==> config.mk <==
export PLATFORM = sky130hd
export DESIGN_NAME = xpoint_sbw_ctrl
export DESIGN_NICKNAME = d
export VERILOG_FILES = /design/src/rtl/xpoint_pkg.sv /design/src/rtl/xp_addr_dec.sv /design/src/rtl/xp_seq.sv /design/src/rtl/xp_line_drv.sv /design/src/rtl/xpoint_sbw_ctrl.sv
export SDC_FILE = /design/constraint.sdc
export NUM_CORES = 1
export LEC_CHECK = 0
export ABC_AREA = 1
export BUFFER_PORTS_ARGS = -buffer_cell sky130_fd_sc_hd__buf_2
export CORE_MARGIN = 2
export CORE_UTILIZATION = 47
export CTS_CLUSTER_DIAMETER = 80
export DETAILED_ROUTE_END_ITERATION = 6
export HOLD_SLACK_MARGIN = 0.05
export PLACE_DENSITY = 0.85
export REMOVE_ABC_BUFFERS = 1
export SLEW_MARGIN = 20
export SYNTH_ARGS = -nofsm -noshare
export SYNTH_HDL_FRONTEND = slang
export SYNTH_SLANG_ARGS = --single-unit
==> constraint.sdc <==
create_clock -name clk -period 3 [get_ports clk]
set_input_delay 0.45 -clock clk [delete_from_list [all_inputs] [get_ports clk]]
set_output_delay 0.45 -clock clk [all_outputs]
set_load 0.02 [all_outputs]
==> src/rtl/xpoint_pkg.sv <==
package xpoint_pkg;
   localparam int LVL_W = 2;

   typedef enum logic [1:0] {
      LV_GND   = 2'd0,
      LV_HALF  = 2'd1,
      LV_READ  = 2'd2,
      LV_WRITE = 2'd3
   } lvl_e;

   typedef enum logic [2:0] {
      PH_IDLE  = 3'd0,
      PH_SENSE = 3'd1,
      PH_CMP   = 3'd2,
      PH_WUP   = 3'd3,
      PH_WDN   = 3'd4,
      PH_DONE  = 3'd5
   } phase_e;
endpackage

==> src/rtl/xp_addr_dec.sv <==
module xp_addr_dec #(
   parameter int ADDR_W = 8,
   parameter int BLK_W  = 6
) (
   input  logic [ADDR_W-1:0]                addr,
   output logic [(1<<BLK_W)-1:0]            blk_oh,
   output logic [(1<<(ADDR_W-BLK_W))-1:0]   row_oh
);
   localparam int ROW_W  = ADDR_W - BLK_W;
   localparam int NBLK   = 1 << BLK_W;
   localparam int NROW   = 1 << ROW_W;

   logic [BLK_W-1:0] blk_idx;
   logic [ROW_W-1:0] row_idx;

   assign blk_idx = addr[ADDR_W-1 -: BLK_W];
   assign row_idx = addr[ROW_W-1:0];

   for (genvar g = 0; g < NBLK; g++) begin : g_blk
      assign blk_oh[g] = (blk_idx == BLK_W'(g));
   end

   for (genvar r = 0; r < NROW; r++) begin : g_row
      assign row_oh[r] = (row_idx == ROW_W'(r));
   end
endmodule

==> src/rtl/xp_seq.sv <==
module xp_seq
   import xpoint_pkg::*;
#(
   parameter int ADDR_W    = 8,
   parameter int DATA_W    = 8,
   parameter int PULSE_CYC = 2
) (
   input  logic              clk,
   input  logic              rst_n,
   input  logic              we,
   input  logic              re,
   input  logic [ADDR_W-1:0] addr,
   input  logic [DATA_W-1:0] din,
   input  logic [DATA_W-1:0] sa_out,
   output phase_e            phase,
   output logic              sub_rst,
   output logic [ADDR_W-1:0] addr_q,
   output logic [DATA_W-1:0] up_mask,
   output logic [DATA_W-1:0] dn_mask,
   output logic [DATA_W-1:0] dout,
   output logic              sa_en_n,
   output logic              done
);
   localparam int LAST  = 2*PULSE_CYC - 1;
   localparam int CNT_W = $clog2(2*PULSE_CYC + 1);

   phase_e            ph_q, ph_d;
   logic [CNT_W-1:0]  cnt_q;
   logic [DATA_W-1:0] din_q, dout_q, diff;
   logic              wr_q, last_cyc;

   assign diff     = din_q ^ dout_q;
   assign up_mask  = diff & din_q;
   assign dn_mask  = diff & ~din_q;
   assign last_cyc = (cnt_q == CNT_W'(LAST));

   always_comb begin
      ph_d = ph_q;
      case (ph_q)
         PH_IDLE:  if (we || re) ph_d = PH_SENSE;
         PH_SENSE: ph_d = wr_q ? PH_CMP : PH_DONE;
         PH_CMP:   ph_d = (|up_mask) ? PH_WUP : ((|dn_mask) ? PH_WDN : PH_DONE);
         PH_WUP:   if (last_cyc) ph_d = (|dn_mask) ? PH_WDN : PH_DONE;
         PH_WDN:   if (last_cyc) ph_d = PH_DONE;
         PH_DONE:  ph_d = PH_IDLE;
         default:  ph_d = PH_IDLE;
      endcase
   end

   always_ff @(posedge clk or negedge rst_n) begin
      if (!rst_n) begin
         ph_q   <= PH_IDLE;
         cnt_q  <= '0;
         addr_q <= '0;
         din_q  <= '0;
         dout_q <= '0;
         wr_q   <= 1'b0;
      end else begin
         ph_q <= ph_d;
         if (ph_d != ph_q) cnt_q <= '0;
         else              cnt_q <= cnt_q + 1'b1;
         if (ph_q == PH_IDLE && (we || re)) begin
            addr_q <= addr;
            din_q  <= din;
            wr_q   <= we;
         end
         if (ph_q == PH_SENSE) dout_q <= sa_out;
      end
   end

   assign phase   = ph_q;
   assign sub_rst = (cnt_q >= CNT_W'(PULSE_CYC));
   assign dout    = dout_q;
   assign sa_en_n = (ph_q != PH_SENSE);
   assign done    = (ph_q == PH_DONE);


   sense_one_cycle_chk: assert property (@(posedge clk) disable iff (!rst_n)
      !sa_en_n |=> sa_en_n);

   done_pulse_chk: assert property (@(posedge clk) disable iff (!rst_n)
      done |=> !done);

   busy_hold_chk: assert property (@(posedge clk) disable iff (!rst_n)
      (ph_q != PH_IDLE) |=> ($stable(addr_q) && $stable(din_q)));

   equal_skip_chk: assert property (@(posedge clk) disable iff (!rst_n)
      (ph_q == PH_CMP && din_q == dout_q) |=> done);

   write_senses_chk: assert property (@(posedge clk) disable iff (!rst_n)
      (ph_q == PH_SENSE && wr_q) |=> (ph_q == PH_CMP));
endmodule

==> src/rtl/xp_line_drv.sv <==
module xp_line_drv
   import xpoint_pkg::*;
#(
   parameter int DATA_W   = 8,
   parameter int ROWS     = 4,
   parameter int N_BLOCKS = 64
) (
   input  logic                    clk,
   input  logic                    rst_n,
   input  phase_e                  phase,
   input  logic                    sub_rst,
   input  logic [ROWS-1:0]         row_oh,
   input  logic [N_BLOCKS-1:0]     blk_oh,
   input  logic [DATA_W-1:0]       up_mask,
   input  logic [DATA_W-1:0]       dn_mask,
   output logic [LVL_W*ROWS-1:0]   gwla,
   output logic [LVL_W*ROWS-1:0]   gwlb,
   output logic [LVL_W*DATA_W-1:0] bl,
   output logic [N_BLOCKS-1:0]     sw_close
);
   logic active;

   assign active   = (phase == PH_SENSE) || (phase == PH_WUP) || (phase == PH_WDN);
   assign sw_close = active ? blk_oh : '0;

   for (genvar r = 0; r < ROWS; r++) begin : g_row
      lvl_e a_lv, b_lv;
      always_comb begin
         a_lv = LV_GND;
         b_lv = LV_GND;
         case (phase)
            PH_SENSE: a_lv = row_oh[r] ? LV_READ : LV_GND;
            PH_WUP: begin
               a_lv = row_oh[r] ? LV_WRITE : LV_HALF;
               b_lv = row_oh[r] ? LV_GND   : LV_HALF;
            end
            PH_WDN: begin
               a_lv = row_oh[r] ? LV_GND   : LV_HALF;
               b_lv = row_oh[r] ? LV_WRITE : LV_HALF;
            end
            default: ;
         endcase
      end
      assign gwla[r*LVL_W +: LVL_W] = a_lv;
      assign gwlb[r*LVL_W +: LVL_W] = b_lv;
   end

   for (genvar i = 0; i < DATA_W; i++) begin : g_bit
      lvl_e b_lv;
      logic hit;
      always_comb begin
         hit  = 1'b0;
         b_lv = LV_GND;
         if (phase == PH_WUP || phase == PH_WDN) begin
            hit  = (phase == PH_WUP) ? up_mask[i] : dn_mask[i];
            b_lv = hit ? (sub_rst ? LV_WRITE : LV_GND) : LV_HALF;
         end
      end
      assign bl[i*LVL_W +: LVL_W] = b_lv;
   end


   sw_single_chk: assert property (@(posedge clk) disable iff (!rst_n)
      $onehot0(sw_close));

   wup_nonempty_chk: assert property (@(posedge clk) disable iff (!rst_n)
      (phase == PH_WUP) |-> (up_mask != '0));

   wdn_nonempty_chk: assert property (@(posedge clk) disable iff (!rst_n)
      (phase == PH_WDN) |-> (dn_mask != '0));
endmodule

==> src/rtl/xpoint_sbw_ctrl.sv <==
module xpoint_sbw_ctrl
   import xpoint_pkg::*;
#(
   parameter int ADDR_W    = 8,
   parameter int DATA_W    = 8,
   parameter int N_BLOCKS  = 64,
   parameter int PULSE_CYC = 2
) (
   input  logic                                         clk,
   input  logic                                         rst_n,
   input  logic                                         we,
   input  logic                                         re,
   input  logic [ADDR_W-1:0]                            addr,
   input  logic [DATA_W-1:0]                            din,
   input  logic [DATA_W-1:0]                            sa_out,
   output logic                                         sa_en_n,
   output logic [2*(1<<(ADDR_W-$clog2(N_BLOCKS)))-1:0]  gwla_lvl,
   output logic [2*(1<<(ADDR_W-$clog2(N_BLOCKS)))-1:0]  gwlb_lvl,
   output logic [2*DATA_W-1:0]                          bl_lvl,
   output logic [N_BLOCKS-1:0]                          sw_close,
   output logic [DATA_W-1:0]                            dout,
   output logic                                         done
);
   localparam int BLK_W = $clog2(N_BLOCKS);
   localparam int ROW_W = ADDR_W - BLK_W;
   localparam int ROWS  = 1 << ROW_W;

   if (PULSE_CYC < 1) begin : g_bad_pulse
      $error("PULSE_CYC must be at least 1");
   end
   if ((1 << BLK_W) != N_BLOCKS || BLK_W >= ADDR_W) begin : g_bad_blocks
      $error("N_BLOCKS must be a power of two below 2**ADDR_W");
   end
   if (LVL_W != 2) begin : g_bad_lvl
      $error("level code width must be 2");
   end

   phase_e            phase;
   logic              sub_rst;
   logic [ADDR_W-1:0] addr_q;
   logic [DATA_W-1:0] up_mask, dn_mask;
   logic [N_BLOCKS-1:0] blk_oh;
   logic [ROWS-1:0]     row_oh;

   xp_seq #(
      .ADDR_W(ADDR_W), .DATA_W(DATA_W), .PULSE_CYC(PULSE_CYC)
   ) u_seq (
      .clk(clk), .rst_n(rst_n), .we(we), .re(re), .addr(addr), .din(din),
      .sa_out(sa_out), .phase(phase), .sub_rst(sub_rst), .addr_q(addr_q),
      .up_mask(up_mask), .dn_mask(dn_mask), .dout(dout),
      .sa_en_n(sa_en_n), .done(done)
   );

   xp_addr_dec #(
      .ADDR_W(ADDR_W), .BLK_W(BLK_W)
   ) u_dec (
      .addr(addr_q), .blk_oh(blk_oh), .row_oh(row_oh)
   );

   xp_line_drv #(
      .DATA_W(DATA_W), .ROWS(ROWS), .N_BLOCKS(N_BLOCKS)
   ) u_drv (
      .clk(clk), .rst_n(rst_n), .phase(phase), .sub_rst(sub_rst),
      .row_oh(row_oh), .blk_oh(blk_oh), .up_mask(up_mask), .dn_mask(dn_mask),
      .gwla(gwla_lvl), .gwlb(gwlb_lvl), .bl(bl_lvl), .sw_close(sw_close)
   );


   sense_sw_chk: assert property (@(posedge clk) disable iff (!rst_n)
      !sa_en_n |-> ($countones(sw_close) == 1));

   done_open_chk: assert property (@(posedge clk) disable iff (!rst_n)
      done |-> (sw_close == '0));
endmodule

Word level (Yosys, flattened, before mapping)
Cells that the tools add are included.

Add/subtract/negate cells: 1. Magnitude comparators: 1. Equal/unequal tests: 74. Mux-type cells: 54. Bitwise logic cells: 4. Reduce and logical (&&, ||, !) cells: 10.

Operators by type and width (count): $eq A6 B6 Y1 const B (32); $eq A6 B5 Y1 const B (16); $mux W64 (1); $mux W2 (25); $eq A6 B4 Y1 const B (8); $eq A6 B3 Y1 const B (4); $pmux W2 S3 (4); $mux W3 (6); $and A8 B8 Y8 (2); $pmux W2 S2 (4); $reduce_or A8 Y1 (2); $pmux W3 S5 (1); $mux W1 (13); $eq A6 B2 Y1 const B (2); $eq A3 B2 Y1 const B (3); $not A8 Y8 (1); $xor A8 B8 Y8 (1); $eq A3 B3 Y1 const B (2); $eq A6 B1 Y1 const B (1); $logic_not A6 Y1 (1); $eq A2 B2 Y1 const B (2); $logic_or A1 B1 Y1 (4); $add A3 B1 Y3 const B (1); $eq A3 B1 Y1 const B (1); other kinds (7) (7).

Register bits: 31. Output and inout bits: 106.

Depth between registers and ports, before layout
Gate-level depths: netlist of run 1.

Word-level depth: 8. Mapped depth: 11. Depth with buffers taken out: 11.

Cells and area by module
Synthesis of run 1 repeated with hierarchy kept, for this count alone.

Cells, all modules: 524. Area total of the unflattened synthesis: 2980.4 µm².

By module, submodules not included: xp_seq (times used 1, cells an instance 161, area an instance 1492.7 µm², seq. area each 775.7 µm²); xp_line_drv (times used 1, cells an instance 252, area an instance 1048.5 µm², seq. area each 0.0 µm²); xp_addr_dec (times used 1, cells an instance 111, area an instance 439.2 µm², seq. area each 0.0 µm²).

Worst setup path before layout of run 1
Ideal clock, no wire load.

Kind: flip-flop to output port. Start: register u_seq.ph_q[1] (netlist: u_seq.phase[1]). End: output port sw_close[28]. Data arrival time: 1592 ps. Data required time: 2550 ps. Path slack: 958 ps. Stages on the path, launching flop included: 7. Buffers on the path: 1. Path through: dfrtp_1 buf_2 nor2_2 nand2_2 nand2_2 nand2_1 nor4_1.

Longest elaborated chain between the ends: 4.

Ends and longest elaborated chain: from (decl) (RTL line xp_seq.sv:27) `phase_e ph_q, ph_d;`; from (signal assigned) (RTL line xp_seq.sv:59) `ph_q <= ph_d;`; $eq A3 B1 Y1 / $eq A3 B2 Y1 (equally long branches) (RTL line xp_line_drv.sv:23) `assign active = (phase == PH_SENSE) || (phase == PH_WUP) || (phase == PH_WDN);`; $logic_or A1 B1 Y1 (RTL line xp_line_drv.sv:23); $logic_or A1 B1 Y1 (*) (RTL line xp_line_drv.sv:23); $mux W64 (*) (RTL line xp_line_drv.sv:24) `assign sw_close = active ? blk_oh : '0;`; to (decl) (RTL line xpoint_sbw_ctrl.sv:20) `output logic [N_BLOCKS-1:0] sw_close,`.

Mark *: on every way between the ends. The rest lies on a longest branch, timed or not.

Worst setup path in the final report of run 1
Start: register u_seq.ph_q[0] (netlist: u_seq.phase[0]). End: output port bl_lvl[10].

Longest elaborated chain between the ends: 4.

Ends and longest elaborated chain: $eq A3 B2 Y1 (RTL line xp_line_drv.sv:54, xp_line_drv.sv:55); $mux W1 (RTL line xp_line_drv.sv:55) `hit = (phase == PH_WUP) ? up_mask[i] : dn_mask[i];`; $mux W2 (RTL line xp_line_drv.sv:56) `b_lv = hit ? (sub_rst ? LV_WRITE : LV_GND) : LV_HALF;`; $mux W2 (*) (RTL line xp_line_drv.sv:54) `if (phase == PH_WUP || phase == PH_WDN) begin`; to (decl) (RTL line xpoint_sbw_ctrl.sv:19) `output logic [2*DATA_W-1:0] bl_lvl,`.

Marked as above.

==> results of run 1 <==
[power by group through the flow]
stage	clock network, µW	registers [µW]	logic, µW
floorplan	0	842	1310
global placement	0	803	1870
detailed placement	0	812	1920
CTS	295	806	1920
global route	318	841	2160
finish	287	810	1920
[synthesized netlist by cell type]
cell type / count / share of area, %
nor2_2: 3 / 0.85
nand2_1: 62 / 11
o21ai_0: 25 / 5.7
inv_2: 3 / 0.51
o21ai_1: 14 / 3.2
nand2_2: 5 / 1.4
a21oi_1: 13 / 3.0
nor2_1: 114 / 19
nor3_1: 2 / 0.46
clkbuf_1: 5 / 0.85
nor2_4: 1 / 0.51
nand3_2: 3 / 1.4
nor4_1: 1 / 0.29
o31ai_2: 1 / 0.57
inv_1: 43 / 7.4
dfrtp_1: 31 / 35
nand3_1: 12 / 2.7
buf_2: 9 / 2.1
ha_1: 3 / 1.7
mux2_2: 4 / 2.1
[per-stage QoR]
step,setup slack (ns),util [%],area (µm²)
after floorplan,0.754,-,2130
after global placement,0.868,65.2,2880
after detailed placement,0.785,65.2,2880
after CTS,0.490,66.8,2950
after global routing,0.279,66.8,2950
final,0.456,66.8,2950
[kinds of logic after synthesis]
logic type,Yosys count
AO/OA/AOI/OAI,53
AND/OR/NAND/NOR,203
multiplexers,4
adder cells (fa/ha/maj),3
buffers and inverters,60
flip-flops,31
[routing by layer]
layer  vias up  wire (µm)
li1       1345          -
met1      1142       2480
met2       107       3200
met3        12        462
met4         0         92
met5         -          0
[final cells by class]
cell class | instances | area share, %
inverters | 46 | 5.85
repair buffers | 135 | 23.1
clock buffers | 6 | 2.46
multi-input cells | 263 | 40.1
flip-flops and latches | 31 | 26.3
well taps | 52 | 2.21
[worst max-delay path: stages (launching register included)]
cell,delay [ns]
dfrtp_1,0.43
inv_2,0.10
nor2_2,0.04
nand2_2,0.37
nand2_1,0.18
o31ai_2,0.27
o21ai_0,0.21
buf_2,0.22
[registers in the layout (all words and copies together), names as in the netlist]
register      flops
u_seq.addr_q      8
u_seq.din_q       8
u_seq.dout        8
u_seq.cnt_q       3
u_seq.phase       3
u_seq.wr_q        1
[how the worst min path moves through the flow]
stage                     cells after the start              end      startpoint  slack, ns
after CTS                                     1   u_seq.din_q[3]           rst_n       0.24
after detailed placement                      1   u_seq.cnt_q[0]  u_seq.cnt_q[0]       0.45
final                                         1    u_seq.dout[7]           rst_n       0.22
after global placement                        1   u_seq.cnt_q[0]  u_seq.cnt_q[0]       0.44
after floorplan                               0  u_seq.addr_q[0]           rst_n       0.15
after global routing                          1    u_seq.dout[2]           rst_n       0.27
==> results.cfg, run 1 <==
[outcome]
status = finished, final reports clean

[global_route]
grt_overflow = 0
grt_pass1_vias = 2362
grt_max_degree = 32
use_met3_pct = 4.31
grt_first_pass_wirelength_mm = 9.99
busiest_layer = met2
grtUsageTotal_pct = 23.8
antenna_found_initial = 0
met2_usage_pct = 44.9
use_met1_pct = 25.9

[min_path]
hold_class = in2async

[power_and_ir_drop]
p_total_uw = 3020
leakagePower_uw = 0.00173
combPwrFrac_pct = 63.6
pwr-share-clk_pct = 9.5
seqPwrFrac_pct = 26.9
peakVddDrop_v = 0.000519
p_sw_uw = 1660
power_density_mw_per_mm2 = 1020
p_sw_share_pct = 55.1
internal-power_uw = 1350

[timing]
tightest_slew_ns = 0.927
drv_slew = 0
hold_ws_ns = 0.223
fmax_ghz = 0.393
finalCriticalPeriod_ns = 2.54
fin_tns_setup_ns = 0
finalSetupViolCount = 0
finClkSkew_ns = 0.00782
final_hold_viol_count = 0
final.period_utilization_pct = 84.8
rsz0062_at_grt = false
maxSlewHeadroom_pct = 37.8

[critical_path]
critPathCapture = bl_lvl[10]
arrival_ns = 2.09
reg2reg_from = u_seq.phase[1]
cp-end-kind = primary output
crit_path_start_kind = flop
reg2reg_depth = 8
critical_path_required_ns = 2.55
timing.rr.end = u_seq.cnt_q[1]
critical_path.startpoint = u_seq.phase[0]
crit_type = reg2out
crit_fanout = 28
r2r_setup_slack_ns = 1.28

[route]
routed-via-count = 2606
route.detailed.drc = 0
wirelength_mm = 6.24
post_drt_via_cell_ratio = 4.89
drtPass1Iterations = 7
antenna_left = 0
first_iter_violations = 156
wl_per_cell_um = 11.7

[cells_and_area]
fin_cells = 533
syn2layout_area_growth_pct = 34.4
multi_input_area_mm2 = 0.00118
drive_above_1_share_pct = 33.3
final_common_cell = buf_2
n_antenna_cell = 0
seq_area_um2 = 776
nFillCells = 386
fin_nets = 513
final_cell_mix = buf_2, nor2_1, nand2_1, inv_1, dfrtp_1

[placement]
port_buffers = 133
dp.cells = 527
place_congestion = 0.833
detailed_place_hpwl_mm = 5.00

[synth]
yosysSeqAreaShare_pct = 35.3
synth.ff_latch_count = 31
synth_top_family_by_area = simple AND/OR/NAND/NOR gates
synth_area_mm2 = 0.00220
syn_inst = 354
yosys_warnings = 0
synth_fa_ha_area_share_pct = 1.71
synth.area.mux_share_pct = 2.05
synth_compound_area_share_pct = 12.4
synth_xor_area_share_pct = 0
synth_cell_types = 20
yosys.area_share.simple_pct = 37.7
synth_area_per_cell_um2 = 6.20

[clock_network]
cts_setup_buffers = 0
path_clk_slew_ns = 0.06
htreeDepth = 2
clk_latency_ns = 0.27
clockBufferDepth = 2
numCtsBuffers = 5
cts_root_buf = clkbuf_8
cts.sinks = 31
tritoncts = yes
ctsHoldBuffers = 0
post_cts_resized = 0

[job]
drv_cap = 0

[floorplan]
ios = 134
start_util_pct = 49.7
die_y_um = 72.4
rows = 24
die_w_um = 72.4
core_mm2 = 0.00441
dieArea_mm2 = 0.00523
Power figures use the tool's default switching activity.
==> inputs of run 2 (changes only) <==
Settings changed: CORE_UTILIZATION 47 to 44, PLACE_DENSITY 0.85 to 0.81.
Clock period 3 ns to 2.35 ns, I/O delays scaled along.
==> results.cfg, run 2 (same netlist as run 1, synthesis figures left out) <==
[outcome]
status = finished, final reports clean

[timing]
maxSlewHeadroom_pct = 53.5
fin_tns_setup_ns = 0
setup_ws_ns = 0.154
fmax_ghz = 0.455
finalCriticalPeriod_ns = 2.20
finClkSkew_ns = 0.00925
final_hold_viol_count = 0
tightest_slew_ns = 0.698
rsz0062_at_grt = false
final.period_utilization_pct = 93.4
drv_slew = 0
finalSetupViolCount = 0
hold_ws_ns = 0.103

[power_and_ir_drop]
pwr-share-clk_pct = 11.5
power_density_mw_per_mm2 = 1330
peakVddDrop_v = 0.000739
leakagePower_uw = 0.00175
combPwrFrac_pct = 62.6
p_sw_share_pct = 54.6
p_total_uw = 4060
p_sw_uw = 2220
internal-power_uw = 1840
seqPwrFrac_pct = 25.9

[floorplan]
dieArea_mm2 = 0.00557
die_y_um = 74.6
start_util_pct = 46.2
die_w_um = 74.6
core_mm2 = 0.00475
rows = 25
ios = 134

[critical_path]
crit_fanout = 16
crit_type = reg2out
critical_path_required_ns = 2.00
crit_path_start_kind = flop
cp-end-kind = primary output
arrival_ns = 1.84

[cells_and_area]
nFillCells = 455
final_cell_mix = buf_2, nor2_1, nand2_1, inv_1, dfrtp_1
fin_nets = 516
multi_input_area_mm2 = 0.00121
drive_above_1_share_pct = 35.0
syn2layout_area_growth_pct = 39.0
seq_area_um2 = 778
n_antenna_cell = 0
final_common_cell = buf_2
utilization_pct = 64.2

[global_route]
grt_max_degree = 32
antenna_found_initial = 0
grt_first_pass_wirelength_mm = 9.83
grtUsageTotal_pct = 22.8
grt_pass1_vias = 2248
grt_overflow = 0

[min_path]
hold_class = in2async

[placement]
port_buffers = 133
place_ws_ns = 0.334
detailed_place_hpwl_mm = 5.12
place_congestion = 0.814

[clock_network]
cts_root_buf = clkbuf_8
cts.sinks = 31
numCtsBuffers = 5
path_clk_slew_ns = 0.07
clockBufferDepth = 2
tritoncts = yes
htreeDepth = 2
cts_setup_buffers = 0
clk_latency_ns = 0.29

[route]
drtPass1Iterations = 4
first_iter_violations = 74
wl_per_cell_um = 11.7
routed-via-count = 2631
route.detailed.drc = 0
wirelength_mm = 6.47
antenna_left = 0
post_drt_via_cell_ratio = 4.76

[job]
drv_cap = 0
## run 2: cell count changes in the layout (fill, tap and decap cells not counted), moves of 2 or more
cell | before | now
nand2_1 | 62 | 60
buf_4 | 2 | 5
nand3_2 | 3 | 1
dfrtp_2 | 0 | 2
nand3_4 | 0 | 2
clkbuf_8 | 5 | 7
dfrtp_1 | 31 | 29
## run 2: layer usage
metal | up-vias | track usage [%] | part of all wire [%]
met5 | - | 0 | 0
met4 | 0 | 6.35 | 0.83
met3 | 6 | 4.28 | 5.3
met2 | 94 | 42.7 | 55
met1 | 1175 | 26.6 | 39
li1 | 1356 | - | -
## run 2: critical path, stage by stage (launching register included)
cell,delay [ns]
dfrtp_2,0.47
nor2_2,0.13
nand2_2,0.19
nand2_1,0.19
o31ai_2,0.08
buf_4,0.19
nor2_1,0.12
buf_2,0.18
## run 2: cell type report
type,count,share of cell area (%)
Tap cell,67,2.75
Timing Repair Buffer,138,23.0
Inverter,46,5.66
Clock buffer,8,3.28
Multi-Input combinational cell,263,39.8
Sequential cell,31,25.5
## run 2: power groups by stage
stage	clock [µW]	sequential, µW	combinational (µW)
3_3_place_gp	0	1030	2430
2_1_floorplan	0	1080	1680
4_1_cts	478	1030	2500
3_5_place_dp	0	1040	2500
6_report	468	1050	2540
5_1_grt	506	1090	2840
## run 2: stage by stage
step | cell area [µm²] | instances
2_1_floorplan | 2130 | 340
3_3_place_gp | 2920 | 545
3_5_place_dp | 2920 | 545
4_1_cts | 3020 | 553
5_1_grt | 3050 | 553
6_report | 3050 | 553
## run 2: timing repair
action,CTS,global route
endpoints found under the setup margin,0,58
gates resized for setup,0,8
hold buffers,0,0
## run 2: final timing paths
| kind | cells after the start | slack (ns) | to | from |
|---|---|---|---|---|
| worst max register to register | 4 | 0.65 | u_seq.addr_q[1] | u_seq.phase[1] |
| worst min-delay path | 1 | 0.10 | u_seq.dout[7] | rst_n |
| max in group asynchronous | 1 | 1.75 | u_seq.phase[1] | rst_n |
| worst max-delay path | 7 | 0.15 | bl_lvl[7] | u_seq.phase[1] |
| min in group clk | 3 | 0.27 | u_seq.dout[6] | sa_out[6] |
| worst min register to register | 1 | 0.47 | u_seq.cnt_q[0] | u_seq.cnt_q[0] |
==> inputs of run 3 (changes only) <==
Settings changed: CAP_MARGIN set to 5, CELL_PAD_IN_SITES_DETAIL_PLACEMENT set to 1, CELL_PAD_IN_SITES_GLOBAL_PLACEMENT set to 2, CORE_UTILIZATION 44 to 20, PLACE_DENSITY 0.81 to 0.78.
==> results.cfg, run 3 (same netlist as run 1, synthesis figures left out) <==
[floorplan]
rows = 38
core_mm2 = 0.0108
ios = 134
start_util_pct = 20.3
die_y_um = 109
die_w_um = 109
dieArea_mm2 = 0.0118

[outcome]
status = finished, final reports clean

[timing]
final.period_utilization_pct = 97.3
final_hold_viol_count = 0
drv_slew = 0
fmax_ghz = 0.437
hold_ws_ns = 0.134
tightest_slew_ns = 0.759
fin_tns_setup_ns = 0
finalCriticalPeriod_ns = 2.29
finalSetupViolCount = 0
maxSlewHeadroom_pct = 49.4
rsz0062_at_grt = true
finClkSkew_ns = 0.00530

[clock_network]
cts_setup_buffers = 0
path_clk_slew_ns = 0.07
cts.sinks = 31
tritoncts = yes
numCtsBuffers = 5
htreeDepth = 2
cts_root_buf = clkbuf_8
clk_latency_ns = 0.29
clockBufferDepth = 2

[critical_path]
slowest_stage = dfrtp_1
path_buf_inv = 1
crit_path_start_kind = flop
crit_chain = nor2_2, nand2_2, nand2_2, nand2_1, nor2_1, buf_2
arrival_ns = 1.93
crit_fanout = 15
cp-end-kind = primary output
crit_family = simple AND/OR/NAND/NOR gates
slowest_delay_ns = 0.50
crit_top_cell = nand2_2
crit_type = reg2out
critical_path_required_ns = 2.00

[route]
wirelength_mm = 8.36
first_iter_violations = 139
antenna_left = 0
route.detailed.drc = 0
routed-via-count = 2673
post_drt_via_cell_ratio = 4.26
drtPass1Iterations = 4
wl_per_cell_um = 13.3

[cells_and_area]
drive_above_1_share_pct = 34.4
finalInstanceArea_mm2 = 0.00314
final_common_cell = buf_2
n_antenna_cell = 0
syn2layout_area_growth_pct = 43.2
final_cell_mix = buf_2, nor2_1, nand2_1, inv_1, dfrtp_1
fin_nets = 518

[placement]
port_buffers = 133
detailed_place_hpwl_mm = 6.74
place_congestion = 0.798
dpl_cell_area_mm2 = 0.00304

[global_route]
grt_max_degree = 32
grtUsageTotal_pct = 14.1
grt_pass1_vias = 2632
grt_first_pass_wirelength_mm = 13.1
antenna_found_initial = 0
grt_overflow = 0

[job]
drv_cap = 0

[power_and_ir_drop]
power_density_mw_per_mm2 = 1320
leakagePower_uw = 0.00177
peakVddDrop_v = 0.000507

[min_path]
hold_class = in2async
## run 3: changes by cell type in the layout (fill, tap and decap cells not counted), moves of 2 or more
cell and change:
dfrtp_2 -2, nand3_4 -2, dfrtp_1 +2, nand3_2 +2
nand2_1 +2
## run 3: final timing paths
path | startpoint | to | slack (ns) | depth (start not counted)
setup / recovery | u_seq.phase[1] | sw_close[15] | 0.06 | 6
hold / removal | rst_n | u_seq.wr_q | 0.13 | 1
setup reg to reg | u_seq.phase[0] | u_seq.cnt_q[2] | 0.66 | 11
hold reg to reg | u_seq.cnt_q[0] | u_seq.cnt_q[0] | 0.47 | 1
max in group asynchronous | rst_n | u_seq.cnt_q[0] | 1.74 | 1
min in group clk | sa_out[4] | u_seq.dout[4] | 0.27 | 3
## run 3: report_power, final
group          leakage [µW]  total, µW  internal, µW  switching (µW)
Sequential         0.000366       1040           788             252
Clock             0.0000515        486           268             218
Combinational       0.00135       2610           795            1810
## run 3: final cells by class
| type | count | area (µm²) |
|---|---|---|
| Fill cell | 1420 | 7650 |
| Multi-Input combinational cell | 263 | 1190 |
| Sequential cell | 31 | 776 |
| Timing Repair Buffer | 140 | 731 |
| Tap cell | 140 | 175 |
| Inverter | 46 | 173 |
| Clock buffer | 8 | 100 |
## run 3: through the flow
| step | power [µW] | setup WS (ns) | utilization (%) | std cells |
|---|---|---|---|---|
| global placement | 3630 | 0.456 | 28.1 | 620 |
| finish | 4140 | 0.0634 | 29.1 | 628 |
| floorplan | 2750 | 0.202 | - | 340 |
| CTS | 4200 | 0.0317 | 29.1 | 628 |
| global route | 4580 | -0.110 | 29.1 | 628 |
| detailed placement | 3700 | 0.365 | 28.1 | 620 |
## run 3: per-layer routing
layer  share of wire (%)  up-vias  track usage (%)
li1                    -     1352                -
met5                   0        -                0
met3                 5.9        7             2.69
met1                  44     1218             16.3
met2                  49       96             26.7
met4                0.78        0             3.02
## run 3: timing repair
action                                  in CTS  in global routing
resized for setup                            0                  1
endpoints found under the hold margin        0                  0
hold buffers                                 0                  0
endpoints found under the setup margin       0                 38
